[src/rtl/mw_pkg.sv]
package mw_pkg;

    localparam int OP_W = 2;
    localparam int SEL_W = 2;

    typedef enum logic [2:0] {
        CMD_RD       = 3'd0,
        CMD_WR       = 3'd1,
        CMD_ER       = 3'd2,
        CMD_PROG_EN  = 3'd3,
        CMD_PROG_DIS = 3'd4,
        CMD_FILL     = 3'd5,
        CMD_CLEAR    = 3'd6,
        CMD_NONE     = 3'd7
    } cmd_e;

    localparam logic [OP_W-1:0] OP_SPECIAL = 2'b00;
    localparam logic [OP_W-1:0] OP_WRITE   = 2'b01;
    localparam logic [OP_W-1:0] OP_READ    = 2'b10;
    localparam logic [OP_W-1:0] OP_ERASE   = 2'b11;

    localparam logic [SEL_W-1:0] SEL_DIS  = 2'b00;
    localparam logic [SEL_W-1:0] SEL_FILL = 2'b01;
    localparam logic [SEL_W-1:0] SEL_CLR  = 2'b10;
    localparam logic [SEL_W-1:0] SEL_EN   = 2'b11;

    typedef enum logic [2:0] {
        ST_IDLE   = 3'd0,
        ST_BIT_LO = 3'd1,
        ST_BIT_HI = 3'd2,
        ST_CS_GAP = 3'd3,
        ST_POLL   = 3'd4,
        ST_FINISH = 3'd5
    } state_e;

    typedef struct packed {
        logic valid;
        logic is_read;
        logic is_prog;
        logic long_frame;
    } kind_t;

endpackage

[src/rtl/mw_tick_gen.sv]
module mw_tick_gen #(
    parameter int DIV_W = 8
) (
    input  logic             clk,
    input  logic             rst_n,
    input  logic             en,
    input  logic [DIV_W-1:0] div,
    output logic             tick
);

    logic [DIV_W-1:0] cnt_q;

    assign tick = en && (cnt_q == div);

    always_ff @(posedge clk or negedge rst_n) begin
        if (!rst_n) begin
            cnt_q <= '0;
        end else if (!en || tick) begin
            cnt_q <= '0;
        end else begin
            cnt_q <= cnt_q + 1'b1;
        end
    end

endmodule

[src/rtl/mw_poll_timer.sv]
module mw_poll_timer #(
    parameter int LIMIT = 50000
) (
    input  logic clk,
    input  logic rst_n,
    input  logic en,
    output logic expired
);

    localparam int CW = $clog2(LIMIT + 1);
    localparam logic [CW-1:0] LAST = CW'(LIMIT - 1);

    logic [CW-1:0] cnt_q;

    assign expired = en && (cnt_q == LAST);

    always_ff @(posedge clk or negedge rst_n) begin
        if (!rst_n) begin
            cnt_q <= '0;
        end else if (!en) begin
            cnt_q <= '0;
        end else if (!expired) begin
            cnt_q <= cnt_q + 1'b1;
        end
    end

endmodule

[src/rtl/mw_frame_build.sv]
module mw_frame_build
    import mw_pkg::*;
#(
    parameter int ADDR_W = 6,
    parameter int DATA_W = 16
) (
    input  logic [2:0]                     cmd,
    input  logic [ADDR_W-1:0]              addr,
    input  logic [DATA_W-1:0]              wdata,
    output logic [1+OP_W+ADDR_W+DATA_W-1:0] frame,
    output kind_t                          kind
);

    localparam int PAD_W = ADDR_W - SEL_W;

    logic [OP_W-1:0]   op;
    logic [ADDR_W-1:0] hdr_addr;

    always_comb begin
        op              = OP_SPECIAL;
        hdr_addr        = addr;
        kind.valid      = 1'b1;
        kind.is_read    = 1'b0;
        kind.is_prog    = 1'b0;
        kind.long_frame = 1'b0;
        unique case (cmd_e'(cmd))
            CMD_RD: begin
                op              = OP_READ;
                kind.is_read    = 1'b1;
                kind.long_frame = 1'b1;
            end
            CMD_WR: begin
                op              = OP_WRITE;
                kind.is_prog    = 1'b1;
                kind.long_frame = 1'b1;
            end
            CMD_ER: begin
                op           = OP_ERASE;
                kind.is_prog = 1'b1;
            end
            CMD_PROG_EN: begin
                hdr_addr = {SEL_EN, {PAD_W{1'b0}}};
            end
            CMD_PROG_DIS: begin
                hdr_addr = {SEL_DIS, {PAD_W{1'b0}}};
            end
            CMD_FILL: begin
                hdr_addr        = {SEL_FILL, {PAD_W{1'b0}}};
                kind.is_prog    = 1'b1;
                kind.long_frame = 1'b1;
            end
            CMD_CLEAR: begin
                hdr_addr     = {SEL_CLR, {PAD_W{1'b0}}};
                kind.is_prog = 1'b1;
            end
            CMD_NONE: begin
                kind.valid = 1'b0;
            end
        endcase
        if (kind.long_frame) begin
            frame = {1'b1, op, hdr_addr, wdata};
        end else begin
            frame = {1'b1, op, hdr_addr, {DATA_W{1'b0}}};
        end
    end

endmodule

[src/rtl/mw_eeprom_master.sv]
module mw_eeprom_master
    import mw_pkg::*;
#(
    parameter int DIV_W      = 8,
    parameter int ADDR_W     = 6,
    parameter int DATA_W     = 16,
    parameter int POLL_LIMIT = 50000
) (
    input  logic              clk,
    input  logic              rst_n,
    input  logic              start,
    input  logic [2:0]        cmd,
    input  logic [ADDR_W-1:0] addr,
    input  logic [DATA_W-1:0] wdata,
    input  logic [DIV_W-1:0]  div,
    output logic              busy,
    output logic              done,
    output logic [DATA_W-1:0] rdata,
    output logic              timeout_err,
    output logic              cs,
    output logic              sclk,
    output logic              mosi,
    input  logic              miso
);

    localparam int HDR_W   = 1 + OP_W + ADDR_W;
    localparam int FRAME_W = HDR_W + DATA_W;
    localparam int CNT_W   = $clog2(FRAME_W + 1);
    localparam logic [CNT_W-1:0] LAST_SHORT = CNT_W'(HDR_W - 1);
    localparam logic [CNT_W-1:0] LAST_LONG  = CNT_W'(FRAME_W - 1);

    state_e             state, nstate;
    logic [FRAME_W-1:0] frame_c;
    kind_t              kind_c, kind_q;
    logic [FRAME_W-1:0] shreg_q;
    logic [CNT_W-1:0]   bitcnt_q, last_q;
    logic [DATA_W-1:0]  rx_q;
    logic               err_q;
    logic               tick, poll_expired;
    logic               phase_en, poll_en;
    logic               launch, last_bit;

    mw_frame_build #(
        .ADDR_W (ADDR_W),
        .DATA_W (DATA_W)
    ) u_frame (
        .cmd   (cmd),
        .addr  (addr),
        .wdata (wdata),
        .frame (frame_c),
        .kind  (kind_c)
    );

    assign phase_en = (state == ST_BIT_LO) || (state == ST_BIT_HI) || (state == ST_CS_GAP);
    assign poll_en  = (state == ST_POLL);

    mw_tick_gen #(
        .DIV_W (DIV_W)
    ) u_tick (
        .clk   (clk),
        .rst_n (rst_n),
        .en    (phase_en),
        .div   (div),
        .tick  (tick)
    );

    mw_poll_timer #(
        .LIMIT (POLL_LIMIT)
    ) u_poll (
        .clk     (clk),
        .rst_n   (rst_n),
        .en      (poll_en),
        .expired (poll_expired)
    );

    assign launch   = (state == ST_IDLE) && start && kind_c.valid;
    assign last_bit = (bitcnt_q == last_q);

    // state register
    always_ff @(posedge clk or negedge rst_n) begin
        if (!rst_n) begin
            state <= ST_IDLE;
        end else begin
            state <= nstate;
        end
    end

    // transitions
    always_comb begin
        nstate = state;
        unique case (state)
            ST_IDLE: begin
                if (launch) nstate = ST_BIT_LO;
            end
            ST_BIT_LO: begin
                if (tick) nstate = ST_BIT_HI;
            end
            ST_BIT_HI: begin
                if (tick) begin
                    if (!last_bit)          nstate = ST_BIT_LO;
                    else if (kind_q.is_prog) nstate = ST_CS_GAP;
                    else                     nstate = ST_FINISH;
                end
            end
            ST_CS_GAP: begin
                if (tick) nstate = ST_POLL;
            end
            ST_POLL: begin
                if (miso || poll_expired) nstate = ST_FINISH;
            end
            ST_FINISH: begin
                nstate = ST_IDLE;
            end
            default: nstate = ST_IDLE;
        endcase
    end

    // outputs
    always_comb begin
        cs   = 1'b0;
        sclk = 1'b0;
        mosi = 1'b0;
        done = 1'b0;
        busy = 1'b1;
        unique case (state)
            ST_IDLE: begin
                busy = 1'b0;
            end
            ST_BIT_LO: begin
                cs   = 1'b1;
                mosi = shreg_q[FRAME_W-1];
            end
            ST_BIT_HI: begin
                cs   = 1'b1;
                sclk = 1'b1;
                mosi = shreg_q[FRAME_W-1];
            end
            ST_CS_GAP: begin
                cs = 1'b0;
            end
            ST_POLL: begin
                cs = 1'b1;
            end
            ST_FINISH: begin
                done = 1'b1;
            end
            default: begin
                busy = 1'b0;
            end
        endcase
    end

    // datapath
    always_ff @(posedge clk or negedge rst_n) begin
        if (!rst_n) begin
            shreg_q  <= '0;
            bitcnt_q <= '0;
            last_q   <= '0;
            kind_q   <= '0;
            rx_q     <= '0;
            err_q    <= 1'b0;
        end else begin
            if (launch) begin
                shreg_q  <= frame_c;
                bitcnt_q <= '0;
                last_q   <= kind_c.long_frame ? LAST_LONG : LAST_SHORT;
                kind_q   <= kind_c;
                err_q    <= 1'b0;
            end else if ((state == ST_BIT_HI) && tick) begin
                shreg_q  <= {shreg_q[FRAME_W-2:0], 1'b0};
                bitcnt_q <= bitcnt_q + 1'b1;
                if (kind_q.is_read) begin
                    rx_q <= {rx_q[DATA_W-2:0], miso};
                end
            end
            if ((state == ST_POLL) && !miso && poll_expired) begin
                err_q <= 1'b1;
            end
        end
    end

    assign rdata       = rx_q;
    assign timeout_err = err_q;

endmodule

[config.mk]
export PLATFORM = sky130hd
export DESIGN_NAME = mw_eeprom_master
export DESIGN_NICKNAME = d
export VERILOG_FILES = /design/src/rtl/mw_pkg.sv /design/src/rtl/mw_tick_gen.sv /design/src/rtl/mw_poll_timer.sv /design/src/rtl/mw_frame_build.sv /design/src/rtl/mw_eeprom_master.sv
export SDC_FILE = /design/constraint.sdc
export NUM_CORES = 1
export LEC_CHECK = 0
export BUFFER_PORTS_ARGS = -buffer_cell sky130_fd_sc_hd__buf_4
export CORE_UTILIZATION = 50
export DETAILED_ROUTE_END_ITERATION = 12
export PLACE_DENSITY_LB_ADDON = 0.2
export SYNTH_ARGS = -nofsm -noshare
export SYNTH_HDL_FRONTEND = slang
export SYNTH_HIERARCHICAL = 1
export SYNTH_SLANG_ARGS = --single-unit
[constraint.sdc]
create_clock -name clk -period 3.75 [get_ports clk]
set_clock_uncertainty 0.15 [all_clocks]
set_input_delay 0.375 -clock clk [delete_from_list [all_inputs] [get_ports clk]]
set_output_delay 0.375 -clock clk [all_outputs]
set_load 0.01 [all_outputs]
### Word level (Yosys, flattened, before mapping)

Index checks and enable logic that the tools add are counted.

* bits of input ports: 37
* register bits: 81
* output and inout bits: 22

* mux-type cells: 30
* reduce and logical (&&, ||, !) cells: 24
* eq/ne operators: 21
* bitwise logic cells: 1
* add/sub/neg operators: 3

Operators with widths (number)
* 25-bit two-way mux: 2
* 16-bit two-way mux: 3
* 6-bit one-hot mux with 4 select lines: 1
* 3-bit two-way mux: 7
* 3-bit equality test (second input constant): 6
* 16-bit by 1-bit adder with 16-bit output (second input constant): 1
* 16-bit equality test (second input constant): 1
* 5-bit two-way mux: 3
* 3-bit one-hot mux with 5 select lines: 1
* 3-bit by 2-bit equality test with 1-bit output (second input constant): 4
* 2-bit != test (second input constant): 6
* 1-bit two-way mux: 11
* 8-bit by 1-bit adder with 8-bit output (second input constant): 1
* 8-bit equality test: 1
* 8-bit two-way mux: 1
* 1-bit logical AND: 7
* 3-bit by 1-bit equality test with 1-bit output (second input constant): 2
* 3-bit zero test: 2
* 2-bit one-hot mux with 3 select lines: 1
* 3-bit OR reduction: 2
* 5-bit by 1-bit adder with 5-bit output (second input constant): 1
* 5-bit equality test: 1
* 5-bit AND reduction: 1
* 5-bit OR reduction: 1
* 7 further kinds: 12

### Depth between registers and ports, before layout

Gate-level depths: netlist (run 1).

* depth in word-level cells: 7
* depth in mapped cells: 9

### Cells and area by module

Netlist (run 1), hierarchy kept.

By module, submodules not included
* mw_eeprom_master: area an instance 2630.0 um^2, sequential area each 1351.3 um^2, instances 1, cells each 232
* mw_poll_timer: area an instance 893.4 um^2, sequential area each 400.4 um^2, instances 1, cells each 88
* mw_tick_gen: area an instance 500.5 um^2, sequential area each 200.2 um^2, instances 1, cells each 46
* mw_frame_build: area an instance 360.3 um^2, sequential area each 0.0 um^2, instances 1, cells each 44

### Worst setup path before layout (run 1)

OpenSTA, ideal clock, no wires.

* path kind: register -> register
* from: register u_tick.cnt_q[3]
* to: register rx_q[0], in the netlist rdata[0]
* setup slack: 1.155 ns
* stages on the path, launching flop included: 10
* clock period less this slack: 2.595 ns
* data arrival time: 2.320 ns
* path buffers: 3
* cell sequence: dfrtp_1 buf_6 xor2_2 nor4_2 and3_1 and4bb_1 buf_4 nand2_4 buf_6 mux2_4

* word-level cells in the longest chain between the ends: 4

RTL lines
* start: declaration: RTL line mw_tick_gen.sv:11 `logic [DIV_W-1:0] cnt_q;`
* start signal: assignment: RTL line mw_tick_gen.sv:21 `cnt_q <= cnt_q + 1'b1;`
* 8-bit equality test: RTL line mw_tick_gen.sv:13 `assign tick = en && (cnt_q == div);`
* 1-bit logical AND: RTL line mw_tick_gen.sv:13
* via tick: RTL line mw_eeprom_master.sv:39 `logic tick, poll_expired;`
* 1-bit logical AND: RTL line mw_eeprom_master.sv:169 `end else if ((state == ST_BIT_HI) && tick) begin`
* 3-bit AND reduction (no line)
* end signal: assignment: RTL line mw_eeprom_master.sv:173 `rx_q <= {rx_q[DATA_W-2:0], miso};`
* end: declaration: RTL line mw_eeprom_master.sv:37 `logic [DATA_W-1:0] rx_q;`

The timed path passes the listed nets, and every way through them passes these cells.
A chain may end at the register's enable or synchronous reset.

### Worst setup path in the final report (run 1)

* from: register u_tick.cnt_q[5]
* to: register rx_q[0], in the netlist rdata[0]

Same word-level chain as after synthesis.

==> results.toml, run 1 <==
[run_status]
status = "finished, final reports clean"

[route]
num_vias = 3172
wire_per_inst_um = 15.1
drtIter0Drc = 145
viasPerCell = 5.60
post-route-drc-count = 0
drtAntennaViolNets = 0
wl_um = 8530
dr.pass1.iters = 4

[synthesis]
syn_area_sq_um = 4380
ys_top_cells_by_area = "dfrtp_1, mux2i_1, o21ai_0"
synth_edf_count = 0
ys_ff_latch = 78
synth_ff_type = "dfrtp_1"
avgSynthCellArea_sq_um = 10.7
synth_top_cell_area_share = 0.445
synthCells = 410
ys_warn_count = 6
ys_async_sr_fraction = 1.00
syn-num-nets = 451
synthDistinctLibCells = 60
synth-seq-area-share = 0.445
synth_top_area_cell = "dfrtp_1"
yosysMostFrequentCell = "dfrtp_1"
synth_common_cells = "dfrtp_1, o21ai_0, nand3_1"

[clock_tree]
cts_tree = "built"
post-cts-setup-buffers = 0
clockRootBuffer = "clkbuf_8"
htree_levels = 3
clock_sinks = 78
clk_pin_slew_ns = 0.08
clkLatencyLatePin_ns = 0.34
post_cts_resized = 0
cts_hold_buf = 0
cts_buffer_depth = 2
numCtsBuffers = 9

[timing]
fin_crit_sh = 0.763
relSlewSlack = 0.356
hold_viol = 0
slew_violations = 0
setup_tns_ns = 0
grt_setup_unrepaired = "false"
setup_viol = 0
layout_min_cycle_time_ns = 2.86
tightestPinTransition_ns = 0.965
fin_ws_ns = 0.889
clock.fmax_ghz = 0.350

[power]
ir_drop_v = 0.000200
p_leak_nw = 2.20
power_density_nw_per_um2 = 488
power.internal_w = 0.00173
pwr-share-comb = 0.230
p_clk_frac = 0.302
sw_frac_of_total = 0.299
netSwitchingPower_w = 0.000738
sequentialPowerShare = 0.468

[floorplan]
start_util = 0.526
dieArea_sq_um = 9150
die_w_um = 95.6
pin_count = 59
fp-row-count = 33
dieHeight_um = 95.6
core_area_sq_um = 8340

[grt]
grt_max_degree = 79
grt_use_total = 0.201
grt_pass1_wl_um = 14300
antenna_found_initial = 0
grt_pass1_vias = 3059
overflow = 0

[placed_design]
gp_congestion = 0.781
place_ws_ns = 0.879
place_hpwl_um = 5780
portBuffers = 58

[setup_path]
max_stage_delay_ns = 0.44
cp.depth = 8
arrival_ns = 2.93
cp_max_fo = 26
required_ns = 3.82
start_kind = "flop"
cp_num_buf_inv = 2
endpoint_kind = "flop"
rrSetupSlack_ns = 0.89
reg2reg_depth = 8
path_cells = "xor2_1, nor4_2, buf_4, and3_1, and4bb_1, buf_4, nand2_4, mux2_4"
crit_family = "simple AND/OR/NAND/NOR gates"
crit_top_cell = "buf_4"
worstSetupPathType = "reg2reg"
cpMaxStageDelayCell = "dfrtp_1"

[job]
maxCapViolations = 0

[finish]
num_antenna_cells = 0
post-route-util = 0.607
syn2layout_area_growth_pct = 15.5
fillers = 693
num-nets-final = 498
drive_gt1_frac = 0.267

[min_path]
min_path_type = "in2async"
## layout make-up
cell class / instances / area (sq um) / area share
timing repair buffer: 66 / 495 / 0.0979
multi-input combinational: 293 / 2210 / 0.437
clock buffer: 11 / 141 / 0.0279
sequential: 78 / 1950 / 0.386
inverter: 9 / 33.8 / 0.00667
tap: 105 / 131 / 0.0260
clock inverter: 4 / 95.1 / 0.0188
## per-stage QoR
stage          total power [W]  hold WS [ns]  instances  area (sq um)
4_1_cts                0.00249        0.0721        566          5060
6_report               0.00247        0.0296        566          5060
5_1_grt                0.00261         0.112        566          5060
2_1_floorplan          0.00156       -0.0706        410          4380
3_5_place_dp           0.00175         0.335        551          4830
3_3_place_gp           0.00172         0.328        551          4830
## layout by cell type (no fill, tap or decap), types with 2 or more instances in the layout
master and count:
o21ai_0 35, mux2i_1 28, and3b_1 2, nor3_1 6
a21oi_1 12, nor2b_1 7, nor2_1 20, bufinv_16 3
nor3b_2 9, and4bb_1 2, buf_4 66, a211oi_1 6
ha_1 4, xnor2_1 12, xor2_2 2, nand3_1 33
nand2b_1 4, nor4_2 4, and2_1 2, mux2_2 9
nand2_1 17, xor2_1 10, dfrtp_1 78, nand4_1 6
inv_1 9, or3_1 9, mux2_4 10, a221oi_1 3
nor3b_1 14, clkbuf_8 10
## flip-flops by register name, summed over array words and instances, names as in the netlist
register,flops
shreg_q,25
rdata,16
u_poll/cnt_q,16
u_tick/cnt_q,8
bitcnt_q,5
state,3
kind_q,2
last_q,2
timeout_err,1
## power groups by stage
| stage | Combinational (W) | Sequential (W) | Clock (W) |
|---|---|---|---|
| after floorplan | 0.000459 | 0.00110 | 0 |
| after global placement | 0.000555 | 0.00117 | 0 |
| after detailed placement | 0.000575 | 0.00117 | 0 |
| after CTS | 0.000575 | 0.00116 | 0.000764 |
| after global routing | 0.000636 | 0.00118 | 0.000799 |
| final | 0.000567 | 0.00116 | 0.000746 |
## worst paths after layout
check                                   to       startpoint
setup / recovery                  rdata[0]  u_tick/cnt_q[5]
hold / removal                  shreg_q[5]            rst_n
setup reg to reg                  rdata[0]  u_tick/cnt_q[5]
hold reg to reg                  last_q[3]        last_q[3]
max in group asynchronous  u_tick/cnt_q[7]            rst_n
min in group clk                  rdata[0]             miso
## kinds of logic (layout without fill, tap and decap cells)
group           count (synthesis)  after routing  share of synthesized area
buf+inv                        39             90                     0.0499
fa+ha+maj                       4              4                     0.0114
xor+xnor                       24             24                     0.0514
flops                          78             78                      0.445
compound gates                 69             69                     0.0953
simple gates                  148            148                      0.225
other cells                     1              1                   0.000855
mux                            47             47                      0.121
## routing by layer
layer	GRT usage	wire [um]
met3	0.0311	205
met4	0.0808	117
met5	0	0
met2	0.318	4000
met1	0.274	4210
## worst register-to-register path: stages, from the launching register on
cell	delay (ns)
dfrtp_1	0.44
xor2_1	0.17
nor4_2	0.29
buf_4	0.21
and3_1	0.28
and4bb_1	0.21
buf_4	0.38
nand2_4	0.25
mux2_4	0.36
(Power assumes the default switching activity.)
==> inputs of run 2 (changes only) <==
- clock period: 3.75 -> 2.5 ns (I/O delays scaled with it)
==> run 2 against run 1 <==
Register-to-register slack lost 0.73 ns. Worst setup slack worse by 0.73 ns. Die area stayed put. Critical endpoint is now shreg_q[14]. Largest cell class unchanged. Highest routed layer unchanged.
==> results.toml, run 2 (synthesis results as in run 1) <==
[finish]
num_antenna_cells = 0
syn2layout_area_growth_pct = 17.1
mostFrequentLayoutCells = "dfrtp_1, buf_4, o21ai_0"
final_common_cell = "dfrtp_1"
fillers = 715
drive_gt1_frac = 0.287
post-route-util = 0.616
num-nets-final = 507
fin_area_sq_um = 5130
largest_reg_flops = 25
largest_register = "shreg_q"

[setup_path]
r2r-start = "u_tick/cnt_q[7]"
r2r-end = "shreg_q[14]"
cpMaxStageDelayCell = "dfrtp_1"
max_stage_delay_ns = 0.42
cp_max_fo = 25
arrival_ns = 2.41
rrSetupSlack_ns = 0.15
worstSetupPathType = "reg2reg"
reg2reg_depth = 7
required_ns = 2.57
cp-startpoint = "u_tick/cnt_q[7]"
crit_family = "simple AND/OR/NAND/NOR gates"
cp_num_buf_inv = 1
start_kind = "flop"
worstSetupEndpoint = "shreg_q[14]"
path_cells = "xor2_2, nor4_4, and3_4, and4bb_2, buf_12, mux2i_1, o21ai_0"
endpoint_kind = "flop"
cp.depth = 7

[grt]
grt_use_total = 0.209
overflow = 0
grt_pass1_wl_um = 14700
grt_max_degree = 79
grt_pass1_vias = 3089
antenna_found_initial = 0

[route]
wl_um = 8700
drtAntennaViolNets = 0
wire_per_inst_um = 15.1
post-route-drc-count = 0
viasPerCell = 5.64
drtIter0Drc = 145
dr.pass1.iters = 4
num_vias = 3246

[timing]
relSlewSlack = 0.357
clock.fmax_ghz = 0.426
layout_min_cycle_time_ns = 2.35
slew_violations = 0
grt_setup_unrepaired = "true"
fin_crit_sh = 0.938
hold_viol = 0
holdWs_ns = 0.0303
setup_viol = 0
tightestPinTransition_ns = 0.965

[clock_tree]
cts_tree = "built"
clk_pin_slew_ns = 0.08
clkLatencyLatePin_ns = 0.35
htree_levels = 3
numCtsBuffers = 9
post-cts-setup-buffers = 0
cts_buffer_depth = 2
clock_sinks = 78
clockRootBuffer = "clkbuf_8"

[floorplan]
fp-row-count = 33
pin_count = 59
dieArea_sq_um = 9150
start_util = 0.526
die_w_um = 95.6
dieHeight_um = 95.6
core_area_sq_um = 8340

[placed_design]
gp_congestion = 0.805
place_hpwl_um = 6100
place_area_sq_um = 4920
portBuffers = 58

[min_path]
min_path_type = "in2reg"

[job]
maxCapViolations = 0

[run_status]
status = "finished, final reports clean"

[power]
ir_drop_v = 0.000360
p_leak_nw = 2.23
power_density_nw_per_um2 = 700
[run 2: repair_timing]
| action | 4_1_cts | 5_1_grt |
|---|---|---|
| hold endpoints to repair | 78 | 0 |
| setup endpoints to repair | 0 | 14 |
| resized for setup | 0 | 3 |
| hold buffers | 1 | 0 |
[run 2: report_power, final]
group          switching (W)  internal [W]
registers           0.000163       0.00151
clock network       0.000450      0.000489
logic               0.000535      0.000452
total                0.00115       0.00245
[run 2: worst min path at each step]
stage,from,end,slack (ns),depth (start not counted)
final,miso,rdata[0],0.03,2
after global routing,miso,rdata[0],0.009,2
after CTS,miso,rdata[0],0.01,2
after detailed placement,rst_n,shreg_q[7],0.32,1
after global placement,rst_n,shreg_q[8],0.32,1
after floorplan,rst_n,bitcnt_q[0],-0.20,0
[run 2: layer usage]
metal  vias to the layer above  track usage  routed length [um]
li1                       1573            -                   -
met1                      1601        0.274                3920
met2                        62        0.339                4380
met3                        10       0.0558                 312
met4                         0       0.0622                  85
met5                         -            0                   0
[run 2: per-stage QoR]
stage | setup TNS (ns) | power, W | setup WS [ns] | std cells
2_1_floorplan | 0 | 0.00236 | 0.0420 | 410
3_3_place_gp | 0 | 0.00265 | 0.234 | 559
3_5_place_dp | 0 | 0.00268 | 0.114 | 559
4_1_cts | 0 | 0.00363 | 0.103 | 576
5_1_grt | -0.00429 | 0.00384 | -0.00429 | 576
6_report | 0 | 0.00360 | 0.154 | 576
[run 2: layout make-up]
type	instances	area [sq um]	area share
Clock buffer	11	141	0.0275
Multi-Input combinational cell	293	2240	0.437
Inverter	9	33.8	0.00658
Sequential cell	78	1950	0.380
Tap cell	105	131	0.0256
Clock inverter	5	56.3	0.0110
Timing Repair Buffer	75	578	0.113
